[src/rtl/cos_pkg.sv]
package cos_pkg;
   // per-bank edge selection, unpacked from the enable register
   typedef struct packed {
      logic rise;
      logic fall;
   } edge_en_t;
endpackage

[src/rtl/cos_sync.sv]
module cos_sync #(
   parameter int W      = 32,
   parameter int STAGES = 2
) (
   input  logic         clk,
   input  logic         rst_n,
   input  logic [W-1:0] d,
   output logic [W-1:0] q
);
   logic [W-1:0] pipe [STAGES];

   always_ff @(posedge clk or negedge rst_n) begin
      if (!rst_n) pipe[0] <= '0;
      else        pipe[0] <= d;
   end

   for (genvar s = 1; s < STAGES; s++) begin : g_stage
      always_ff @(posedge clk or negedge rst_n) begin
         if (!rst_n) pipe[s] <= '0;
         else        pipe[s] <= pipe[s-1];
      end
   end

   assign q = pipe[STAGES-1];
endmodule

[src/rtl/cos_bank.sv]
module cos_bank
   import cos_pkg::*;
#(
   parameter int BANK_W = 8
) (
   input  logic              clk,
   input  logic              rst_n,
   input  logic              armed,
   input  logic [BANK_W-1:0] cur,
   input  edge_en_t          en,
   input  logic [BANK_W-1:0] clr,
   output logic [BANK_W-1:0] status
);
   logic [BANK_W-1:0] prev_q;
   logic [BANK_W-1:0] status_q;
   logic [BANK_W-1:0] rise, fall, hit;

   always_ff @(posedge clk or negedge rst_n) begin
      if (!rst_n) prev_q <= '0;
      else        prev_q <= cur;
   end

   assign rise = cur & ~prev_q;
   assign fall = ~cur & prev_q;
   assign hit  = armed ? ((en.rise ? rise : '0) | (en.fall ? fall : '0)) : '0;

   // a fresh edge outranks a simultaneous clear
   always_ff @(posedge clk or negedge rst_n) begin
      if (!rst_n) status_q <= '0;
      else        status_q <= (status_q & ~clr) | hit;
   end

   assign status = status_q;

   p_set_on_hit_r2: assert property (@(posedge clk) disable iff (!rst_n)
      (hit != '0) |=> ((status_q & $past(hit)) == $past(hit)));

   p_clear_r4: assert property (@(posedge clk) disable iff (!rst_n)
      ((clr & ~hit) != '0) |=> ((status_q & $past(clr & ~hit)) == '0));

   p_no_spurious_r8: assert property (@(posedge clk) disable iff (!rst_n)
      !armed |=> ((status_q & ~$past(status_q)) == '0));
endmodule

[src/rtl/cos_detector.sv]
module cos_detector
   import cos_pkg::*;
#(
   parameter int NUM_BANKS   = 4,
   parameter int BANK_W      = 8,
   parameter int SYNC_STAGES = 2
) (
   input  logic                      clk,
   input  logic                      rst_n,
   input  logic [NUM_BANKS*BANK_W-1:0] line_in,
   input  logic [NUM_BANKS-1:0]      sts_wr_be,
   input  logic [NUM_BANKS*BANK_W-1:0] sts_wdata,
   input  logic                      en_wr,
   input  logic [2*NUM_BANKS-1:0]    en_wdata,
   output logic [NUM_BANKS*BANK_W-1:0] sts_rdata,
   output logic [2*NUM_BANKS-1:0]    en_rdata,
   output logic                      irq
);
   localparam int NLINES = NUM_BANKS * BANK_W;
   localparam int EN_W   = 2 * NUM_BANKS;
   localparam int WARM   = SYNC_STAGES + 1;
   localparam int CW     = $clog2(WARM + 1);

   if (NUM_BANKS < 1 || BANK_W < 1) begin : g_bad_shape
      $error("cos_detector: NUM_BANKS and BANK_W must be at least 1");
   end
   if (SYNC_STAGES < 2) begin : g_bad_sync
      $error("cos_detector: SYNC_STAGES must be at least 2");
   end

   logic [NLINES-1:0] line_s;
   logic [EN_W-1:0]   en_q;
   logic [CW-1:0]     warm_q;
   logic              armed;
   logic [NLINES-1:0] sts;

   cos_sync #(.W(NLINES), .STAGES(SYNC_STAGES)) u_sync (
      .clk(clk), .rst_n(rst_n), .d(line_in), .q(line_s)
   );

   // edge history is untrusted until the synchronizer and the
   // previous-sample register both hold real samples
   always_ff @(posedge clk or negedge rst_n) begin
      if (!rst_n)             warm_q <= '0;
      else if (warm_q != CW'(WARM)) warm_q <= warm_q + 1'b1;
   end
   assign armed = (warm_q == CW'(WARM));

   always_ff @(posedge clk or negedge rst_n) begin
      if (!rst_n)     en_q <= '0;
      else if (en_wr) en_q <= en_wdata;
   end

   for (genvar b = 0; b < NUM_BANKS; b++) begin : g_bank
      edge_en_t          ben;
      logic [BANK_W-1:0] bclr;

      assign ben.rise = en_q[b];
      assign ben.fall = en_q[NUM_BANKS + b];
      assign bclr     = sts_wr_be[b] ? sts_wdata[b*BANK_W +: BANK_W] : '0;

      cos_bank #(.BANK_W(BANK_W)) u_bank (
         .clk    (clk),
         .rst_n  (rst_n),
         .armed  (armed),
         .cur    (line_s[b*BANK_W +: BANK_W]),
         .en     (ben),
         .clr    (bclr),
         .status (sts[b*BANK_W +: BANK_W])
      );
   end

   assign sts_rdata = sts;
   assign en_rdata  = en_q;
   assign irq       = |sts;

   p_quiet_when_disabled_r6: assert property (@(posedge clk) disable iff (!rst_n)
      (en_q == '0) |=> ((sts & ~$past(sts)) == '0));
endmodule

[config.mk]
export PLATFORM = sky130hd
export DESIGN_NAME = cos_detector
export DESIGN_NICKNAME = d
export VERILOG_FILES = /design/src/rtl/cos_pkg.sv /design/src/rtl/cos_sync.sv /design/src/rtl/cos_bank.sv /design/src/rtl/cos_detector.sv
export SDC_FILE = /design/constraint.sdc
export NUM_CORES = 1
export LEC_CHECK = 0
export BUFFER_PORTS_ARGS = -buffer_cell sky130_fd_sc_hd__buf_2
export CORE_MARGIN = 2
export CORE_UTILIZATION = 30
export DETAILED_ROUTE_END_ITERATION = 12
export PLACE_DENSITY = 0.56
export REMOVE_ABC_BUFFERS = 1
export SLEW_MARGIN = 30
export SYNTH_ARGS = -nofsm -noshare
export SYNTH_HDL_FRONTEND = slang
export SYNTH_SLANG_ARGS = --single-unit
export TNS_END_PERCENT = 50
[constraint.sdc]
create_clock -name clk -period 2.8 [get_ports clk]
set_input_delay 0 -clock clk [delete_from_list [all_inputs] [get_ports clk]]
set_output_delay 0 -clock clk [all_outputs]
set_load 0.1 [all_outputs]
# After elaboration in Yosys (flattened, before gate mapping)
# Cells that the tools add are included.
dict set report classes {
  add_sub_neg 1
  n_eq_ne 2
  n_mux 16
  n_bitwise 32
  n_reduce_logical 1
}
# operator count
set op_table {}
lappend op_table {{$mux W8} 16}
lappend op_table {{$and A8 B8 Y8} 12}
lappend op_table {{$not A8 Y8} 12}
lappend op_table {{$or A8 B8 Y8} 8}
lappend op_table {{$reduce_or A32 Y1} 1}
lappend op_table {{$add A2 B1 Y2 const B} 1}
lappend op_table {{$eq A2 B2 Y1 const B} 1}
lappend op_table {{$ne A2 B2 Y1 const B} 1}
dict set report word_totals {
  register_bits 138
  output_inout_bits 41
}

# Longest topological paths before layout
# Gate-level depths: netlist of run 1.
dict set report depth {
  ltp_word 6
  ltp_mapped 4
  depth_no_buf 3
}

# By module
# A second synthesis of run 1 with hierarchy kept.
dict set report hier_totals {
  cells_unflattened 369
  hier_area_um2 5112.4
}
# mod instances cells_each area_per_inst_um2 seq_area_each_um2
set modules_own_cells {}
lappend modules_own_cells {cos_bank 4 52 654.4 400.4}
lappend modules_own_cells {cos_sync 1 96 1841.8 1601.5}
lappend modules_own_cells {cos_detector 1 65 653.1 250.2}

# Least setup slack after synthesis of run 1
# OpenSTA, ideal clock, no wires.
dict set report synth_timing {
  kind {reg2out}
  startpoint {reg g_bank[1].u_bank.status_q[5]}
  endpoint {out irq}
  arrival_ps 1887
  required_time_ps 2800
  slack_ps 913
  path_stages_with_launch 4
  path_buffers 0
  cell_sequence {dfrtp_1 -> nor4_1 -> nand4_1 -> or2_1}
}
dict set report synth_via {
  elab_chain_cells 1
}
# item line
set synth_lines {}
lappend synth_lines {{start, declared} cos_bank.sv:15} ;# logic [BANK_W-1:0] status_q;
lappend synth_lines {{start signal, assigned} cos_bank.sv:30} ;# else status_q <= (status_q & ~clr) | hit;
lappend synth_lines {{$reduce_or A32 Y1} cos_detector.sv:75} ;# assign irq = |sts;
lappend synth_lines {{end, declared} cos_detector.sv:17} ;# output logic irq
# Every way passes these cells.

# Worst setup path in the final report of run 1
dict set report layout_timing {
  startpoint {reg g_bank[2].u_bank.status_q[5]}
  endpoint {out irq}
}
dict set report layout_via {
  elab_chain_cells 1
}
# item line
set layout_lines {}
lappend layout_lines {{start, declared} cos_bank.sv:15}
lappend layout_lines {{start signal, assigned} cos_bank.sv:30}
lappend layout_lines {{$reduce_or A32 Y1} cos_detector.sv:75}
# Every way passes these cells.

==> results of run 1 <==
cell families after synthesis:
group,synth area share (%)
buffers and inverters,1.72
DFF,74.3
and+or+nand+nor,12.0
muxes,2.18
AOI/OAI and AO/OA,9.35
adders and majority gates,0.269
xor gates and xnor gates,0.189
worst max-delay path, stage by stage (launching register included):
cell and delay [ns]:
dfrtp_1 0.40, nor4_1 0.54, nand4_1 0.20, or2_1 0.28, buf_2 0.30
routing by layer:
metal  global-route usage (%)  vias to the layer above  share of wire [%]
met1                     19.3                     1687                 44
met2                     25.8                       97                 50
li1                         -                     1646                  -
met3                     5.20                        9                5.3
met5                        0                        -                  0
met4                     4.59                        0               0.83
flip-flops by register name (all words and copies together), names as in the netlist:
register / cells
warm_q: 2
u_sync.pipe: 32
g_bank.u_bank.status: 32
g_bank.u_bank.prev_q: 32
en_rdata: 8
u_sync.q: 32
synthesized netlist by cell type:
cell type	instances	area, um^2
buf_2	13	65.1
o21ai_0	23	115
nand2_1	70	263
or2_1	1	6.26
nand4_1	2	12.5
dfrtp_1	138	3450
a22o_2	1	10.0
xnor2_1	1	8.76
nand3b_1	29	218
a22o_1	31	272
buf_1	4	15.0
nor4_1	7	43.8
mux2_2	9	101
o22ai_1	6	37.5
nor4_2	1	12.5
ha_1	1	12.5
where the power goes:
part / switching (mW) / internal (mW) / leakage, nW
logic: 0.892 / 0.303 / 1.32
clock network: 0.812 / 1.44 / 0.287
registers: 0.151 / 2.16 / 1.60
total: 1.85 / 3.90 / 3.20
worst paths after layout:
path,start,to,slack [ns],cells past startpoint
worst max register to register,warm_q[0],g_bank[0].u_bank.status[2],1.05,3
worst max-delay path,g_bank[2].u_bank.status[5],irq,0.67,4
min in group asynchronous,rst_n,u_sync.pipe[44],0.17,2
worst min register to register,u_sync.pipe[47],u_sync.q[15],0.35,0
max in group asynchronous,rst_n,en_rdata[4],1.81,3
worst min-delay path,sts_wr_be[0],g_bank[0].u_bank.status[7],0.05,3
placed cells by master, fill, tap and decap left out, drive strengths merged, types with 3 or more instances in the layout:
cell,n
dfrtp,138
nand2,70
buf,123
clkinvlp,4
o21ai,23
bufinv,3
nor4,8
a22o,32
mux2,9
dlygate4sd3,104
clkinv,5
o22ai,6
clkbuf,19
nand3b,29
metrics by stage:
| step | utilization, % | cell area [um^2] |
|---|---|---|
| 2_1_floorplan | - | 4570 |
| 3_3_place_gp | 35.9 | 5430 |
| 3_5_place_dp | 35.9 | 5430 |
| 4_1_cts | 46.7 | 7080 |
| 5_1_grt | 46.7 | 7080 |
| 6_report | 46.7 | 7080 |
area by class of cell:
type                    instances  share of cell area, %
clock inverters                12                   2.10
flip-flops and latches        138                   48.8
clock buffers                  19                   6.40
repair buffers                227                   23.6
well taps                     188                   3.32
multi-input cells             182                   15.7
timing repair:
item | CTS | global route
hold buffers | 104 | 0
hold endpoints to repair | 139 | 0
endpoints found under the setup margin | 0 | 0
==> results_dict.tcl, run 1 <==
set metrics [dict create \
    dp.cells 631 \
    antenna_found_initial 0 \
    syn_area_per_cell_um2 13.8 \
    grt_setup_unrepaired "no" \
    synth_cell_types 16 \
    fin_cells 766 \
    drv_slew 0 \
    core_mm2 0.0151 \
    cellPowerDensity_mw_per_mm2 813 \
    grt_overflow 0 \
    ant_nets 0 \
    crit_type "reg2out" \
    grt_pass1_wl_um 19300 \
    worst_hold_slack_ns 0.0479 \
    setup-tns-final_ns 0 \
    syn_area_mm2 0.00465 \
    grt_pass1_vias 3712 \
    post_cts.repair.setup_buffers 0 \
    period_share_pct 76.2 \
    yosys_warnings 0 \
    seqCellArea_mm2 0.00345 \
    p_leak_nw 3.20 \
    routedWlPerCell_um 15.6 \
    clockBufferDepth 2 \
    clock_latency_ns 0.41 \
    syn2layout_area_growth_pct 52.3 \
    initial_core_util_pct 30.7 \
    worstSetupEndpointType "output pin" \
    worst_slack_ns 0.666 \
    drt_iter0_drc 186 \
    setup-violations-final 0 \
    grtUsageTotal_pct 15.5 \
    hpwl_um 7860 \
    worstMarginPinSlew_ns 0.931 \
    status "finished, final reports clean" \
    finalPower_mw 5.75 \
    yosysSeqAreaShare_pct 74.3 \
    crit_fanout 3 \
    cts_buffers 17 \
    avgViaCountPerCell 4.49 \
    routed_wl_um 12000 \
    synth_seq_cells 138 \
    die_h_um 128 \
    cts_sinks 138 \
    die_area_mm2 0.0165 \
    startpoint_type "flip-flop" \
    period_minus_slack_ns 2.13 \
    min_path_type "in2reg" \
    rows 45 \
    required_ns 2.80 \
    vias 3439 \
    finalHoldViolations 0 \
    die_x_um 128 \
    io_pins 120 \
    dp_slack_ns 1.07 \
    grt_max_degree 71 \
    max-vdd-ir-drop_mv 0.457 \
    cts.repair.resized 0 \
    num-fill-cells 1367 \
    cts_tree "yes" \
    clock_tree.root_cell "clkbuf_16" \
    critPathArrivalTime_ns 2.13 \
    place.port_buffers 119 \
    dr.pass1.iters 4 \
    synthCells 337 \
    diodes 0 \
    drv_cap 0 \
    gp_congestion 0.729 \
    drive_above_1_share_pct 28.5 \
    skew_ns 0.00788 \
    clkTransAtPathRegs_ns 0.05 \
    drc_errors 0 \
    multi_input_area_mm2 0.00111 \
    slew_headroom_pct 38.0 \
    fin_nets 646 \
    htree_num_levels 4 \
    fmax_mhz 469 \
]
(Power assumes the default switching activity.)
==> run 2, diff against run 1 <==
--- a/config.mk
+++ b/config.mk
@@ -9,7 +9,7 @@
 export CORE_MARGIN = 2
 export CORE_UTILIZATION = 30
 export DETAILED_ROUTE_END_ITERATION = 12
-export PLACE_DENSITY = 0.56
+export PLACE_DENSITY = 0.58
 export REMOVE_ABC_BUFFERS = 1
 export SLEW_MARGIN = 30
 export SYNTH_ARGS = -nofsm -noshare
==> constraint.sdc (replaced) <==
create_clock -name clk -period 1.8 [get_ports clk]
set_input_delay 0 -clock clk [delete_from_list [all_inputs] [get_ports clk]]
set_output_delay 0 -clock clk [all_outputs]
set_load 0.1 [all_outputs]
==> run 2 against run 1 <==
Effect of this change:
- critical endpoint unchanged
- critical path depth up 1
- setup slack worse by 0.68 ns
- the flow now finishes with violations (negative setup slack)
- highest routed layer unchanged
- non-clock buffer count up 3
- largest power group unchanged
- final cell count up 0.26%
==> results_dict.tcl, run 2 (same netlist as run 1, synthesis figures left out) <==
set metrics [dict create \
    period_minus_slack_ns 1.81 \
    crit_fanout 2 \
    diodes 0 \
    clkTransAtPathRegs_ns 0.06 \
    syn2layout_area_growth_pct 53.3 \
    drv_slew 0 \
    avgViaCountPerCell 4.56 \
    min_path_type "in2reg" \
    violations "negative setup slack" \
    setup-violations-final 1 \
    finalHoldViolations 0 \
    setup-tns-final_ns -0.0125 \
    hpwl_um 8080 \
    worstMarginPinSlew_ns 0.528 \
    drc_errors 0 \
    slew_headroom_pct 65.1 \
    drive_above_1_share_pct 29.8 \
    fmax_mhz 552 \
    cts_tree "yes" \
    finalPower_mw 8.80 \
    skew_ns 0.00739 \
    routed_wl_um 11900 \
    fin_nets 649 \
    ant_nets 0 \
    crit_type "reg2out" \
    grt_max_degree 50 \
    core_mm2 0.0151 \
    rows 45 \
    final_cell_mix "dfrtp_1, buf_2, dlygate4sd3_1, nand2_1, a22o_1" \
    grt_overflow 0 \
    status "finished, violations left" \
    gp_congestion 0.800 \
    drv_cap 0 \
    cts_buffers 17 \
    initial_core_util_pct 30.7 \
    num-fill-cells 1329 \
    period_share_pct 101 \
    required_ns 1.80 \
    startpoint_type "flip-flop" \
    dr.pass1.iters 4 \
    routedWlPerCell_um 15.5 \
    die_area_mm2 0.0165 \
    worst_slack_ns -0.0125 \
    worstSetupEndpointType "output pin" \
    grt_pass1_wl_um 19100 \
    cellPowerDensity_mw_per_mm2 1240 \
    drt_iter0_drc 231 \
    cts_sinks 138 \
    place.port_buffers 119 \
    clock_tree.root_cell "clkbuf_16" \
    die_h_um 128 \
    grtUsageTotal_pct 15.5 \
    grt_pass1_vias 3644 \
    clockBufferDepth 2 \
    max-vdd-ir-drop_mv 1.03 \
    vias 3505 \
    htree_num_levels 4 \
    critPathArrivalTime_ns 1.81 \
    die_x_um 128 \
    antenna_found_initial 0 \
    io_pins 120 \
    grt_setup_unrepaired "yes" \
    clock_latency_ns 0.41 \
    p_leak_nw 3.22 \
    layout_commonest_cell "dfrtp_1" \
]
-- run 2: cell count changes in the layout (fill, tap and decap cells not counted), sizes merged --
cell,change
buf,+5
dlygate4sd3,-2
bufinv,-1
clkbuf,-1
clkinv,+1
-- run 2: worst paths after layout --
kind                                                  from                         end  slack [ns]  cells past startpoint
worst max-delay path            g_bank[2].u_bank.status[2]                         irq       -0.01                      5
worst min-delay path                          sts_wr_be[1]  g_bank[1].u_bank.status[6]       0.003                      3
worst max register to register                   warm_q[0]                   warm_q[1]        0.48                      3
worst min register to register             u_sync.pipe[51]                u_sync.q[19]        0.34                      0
max in group asynchronous                            rst_n             u_sync.pipe[57]        1.11                      3
min in group asynchronous                            rst_n                u_sync.q[15]        0.07                      2
-- run 2: cell type report --
cell class              instances  area, um^2  share of cell area [%]
flip-flops and latches        138        3450                    48.5
clock buffers                  18         439                    6.17
multi-input cells             182        1140                    16.0
clock inverters                12         128                    1.79
well taps                     188         235                    3.30
repair buffers                230        1730                    24.3
-- run 2: worst max-delay path: stages (launching register included) --
cell and delay, ns:
dfrtp_1 0.38, nor4_2 0.31, buf_4 0.16, nand4_1 0.09
or2_1 0.27, buf_12 0.18
-- run 2: timing repair --
action / 4_1_cts / 5_1_grt
resized for setup: 8 / 0
gates cloned: 0 / 0
hold endpoints to repair: 210 / 0
hold buffers: 102 / 0
setup endpoints to repair: 1 / 1
buffers inserted: 2 / 0
pin swaps: 3 / 3
-- run 2: per-layer routing --
layer | track usage (%) | vias up | share of wire (%)
li1 | - | 1641 | -
met1 | 19.3 | 1755 | 43
met2 | 25.5 | 101 | 50
met3 | 5.45 | 8 | 6.5
met4 | 4.27 | 0 | 0.70
met5 | 0 | - | 0
-- run 2: stage by stage --
stage	utilization, %	std cells	cell area [um^2]	setup slack [ns]	hold slack (ns)
final	47.0	768	7120	-0.0125	0.00323
after global routing	47.0	768	7120	-0.117	0.0201
after CTS	47.0	768	7120	-0.0727	0.00579
after detailed placement	36.2	634	5480	0.207	-0.0429
after global placement	36.2	634	5480	0.251	-0.0540
after floorplan	-	320	4570	-0.0874	-0.296
-- run 2: power breakdown --
part           leakage [nW]  internal [mW]  switching (mW)
registers              1.60           3.36           0.232
logic                  1.36          0.492            1.41
clock network         0.269           2.05            1.26
total                  3.22           5.90            2.90
==> run 3, diff against run 2 <==
--- a/config.mk
+++ b/config.mk
@@ -5,7 +5,7 @@
 export SDC_FILE = /design/constraint.sdc
 export NUM_CORES = 1
 export LEC_CHECK = 0
-export BUFFER_PORTS_ARGS = -buffer_cell sky130_fd_sc_hd__buf_2
+export BUFFER_PORTS_ARGS = -buffer_cell sky130_fd_sc_hd__buf_4
 export CORE_MARGIN = 2
 export CORE_UTILIZATION = 30
 export DETAILED_ROUTE_END_ITERATION = 12
==> run 3 against run 2 <==
Effect of this change:
- the flow now finishes without violations
- fmax rose by 2.2%
- sequential power is essentially flat
- register-to-register slack worse by 0.23 ns
- clock skew increased by 0.0022 ns
- largest cell class unchanged
==> results_dict.tcl, run 3 (same netlist as run 1, synthesis figures left out) <==
set metrics [dict create \
    syn2layout_area_growth_pct 61.6 \
    htree_num_levels 4 \
    final_cell_area_mm2 0.00751 \
    grt_pass1_wl_um 19200 \
    worstSetupEndpointType "output pin" \
    cellPowerDensity_mw_per_mm2 1210 \
    gp_congestion 0.772 \
    grt_pass1_vias 3709 \
    cts_sinks 138 \
    seqCellArea_mm2 0.00345 \
    status "finished, final reports clean" \
    p_leak_nw 3.35 \
    place.port_buffers 119 \
    whs_path_depth 3 \
    num-fill-cells 1332 \
    clockBufferDepth 2 \
    worstHoldStart "sts_wr_be[3]" \
    clkTransAtPathRegs_ns 0.06 \
    drc_errors 0 \
    setup-tns-final_ns 0 \
    worstMarginPinSlew_ns 0.422 \
    crit_type "reg2out" \
    fin_cells 775 \
    grt_setup_unrepaired "yes" \
    multi_input_area_mm2 0.00116 \
    clock_latency_ns 0.42 \
    die_x_um 128 \
    die_area_mm2 0.0165 \
    finalHoldViolations 0 \
    avgViaCountPerCell 4.52 \
    dpl_cell_area_mm2 0.00575 \
    timing.rr.end "en_rdata[7]" \
    initial_core_util_pct 30.7 \
    layout_commonest_cell "dfrtp_1" \
    grt_max_degree 57 \
    core_mm2 0.0151 \
    holdPathEnd "g_bank[3].u_bank.status[6]" \
    worst_hold_slack_ns 0.0112 \
    fmax_mhz 564 \
    ant_nets 0 \
    hpwl_um 7920 \
    max-vdd-ir-drop_mv 0.652 \
    routed_wl_um 12100 \
    dr.pass1.iters 4 \
    drv_cap 0 \
    rrSetupSlack_ns 0.25 \
    diodes 0 \
    cts_buffers 17 \
    crit_fanout 3 \
    rr_worst_depth 2 \
    antenna_found_initial 0 \
    required_ns 1.80 \
    drive_above_1_share_pct 29.3 \
    startpoint_type "flip-flop" \
    final_cell_mix "dfrtp_1, buf_4, dlygate4sd3_1, nand2_1, a22o_1" \
    io_pins 120 \
    skew_ns 0.00955 \
    clock_tree.root_cell "clkbuf_16" \
    cts_tree "yes" \
    grt_overflow 0 \
    critPathArrivalTime_ns 1.77 \
    rows 45 \
    period_share_pct 98.5 \
    drv_slew 0 \
    dp.cells 631 \
    routedWlPerCell_um 15.6 \
    vias 3504 \
    fin_nets 654 \
    drt_iter0_drc 187 \
    setup-violations-final 0 \
    period_minus_slack_ns 1.77 \
    die_h_um 128 \
    min_path_type "in2reg" \
    rr_startpoint "en_rdata[7]" \
    grtUsageTotal_pct 15.6 \
    slew_headroom_pct 71.9 \
]
-- run 3: what timing repair did --
item | CTS | global route
pin swaps | 3 | 2
endpoints found under the hold margin | 210 | 2
setup buffers | 2 | 1
resized for setup | 9 | 1
hold buffers | 108 | 1
endpoints found under the setup margin | 1 | 1
-- run 3: worst max-delay path, stage by stage, from the launching register on --
cell     delay, ns
dfrtp_1       0.41
nor4_1        0.38
nand4_1       0.12
or2_1         0.27
buf_12        0.17
-- run 3: report_power, final --
part	total [mW]	switching [mW]	internal [mW]
combinational	2.06	1.41	0.643
sequential	3.61	0.257	3.36
clock	3.39	1.28	2.10
-- run 3: how the worst max path moves through the flow --
stage | endpoint | cells after the start | startpoint
4_1_cts | irq | 5 | g_bank[1].u_bank.status[1]
2_1_floorplan | irq | 3 | g_bank[1].u_bank.status[5]
3_3_place_gp | irq | 4 | g_bank[0].u_bank.status[2]
5_1_grt | irq | 5 | g_bank[1].u_bank.status[4]
3_5_place_dp | irq | 4 | g_bank[0].u_bank.status[2]
6_report | irq | 4 | g_bank[1].u_bank.status[7]
-- run 3: routing by layer --
| layer | wire, um | GRT usage (%) | vias to the layer above |
|---|---|---|---|
| met1 | 5260 | 19.6 | 1720 |
| met4 | 222 | 6.08 | 0 |
| met3 | 773 | 4.91 | 16 |
| li1 | - | - | 1655 |
| met2 | 5840 | 25.3 | 113 |
| met5 | 0 | 0 | - |
-- run 3: final cells by class --
| class | count | share of cell area (%) |
|---|---|---|
| Sequential cell | 138 | 46.0 |
| Multi-Input combinational cell | 182 | 15.5 |
| Clock inverter | 11 | 1.62 |
| Timing Repair Buffer | 235 | 27.7 |
| Tap cell | 188 | 3.13 |
| Clock buffer | 21 | 6.13 |
-- run 3: stage by stage --
| stage | power, mW | utilization [%] | setup WS, ns |
|---|---|---|---|
| after global placement | 5.46 | 38.0 | 0.336 |
| after CTS | 9.12 | 49.4 | -0.0110 |
| after global routing | 9.42 | 49.6 | -0.115 |
| final | 9.05 | 49.6 | 0.0268 |
| after detailed placement | 5.49 | 38.0 | 0.244 |
| after floorplan | 4.86 | - | -0.0874 |
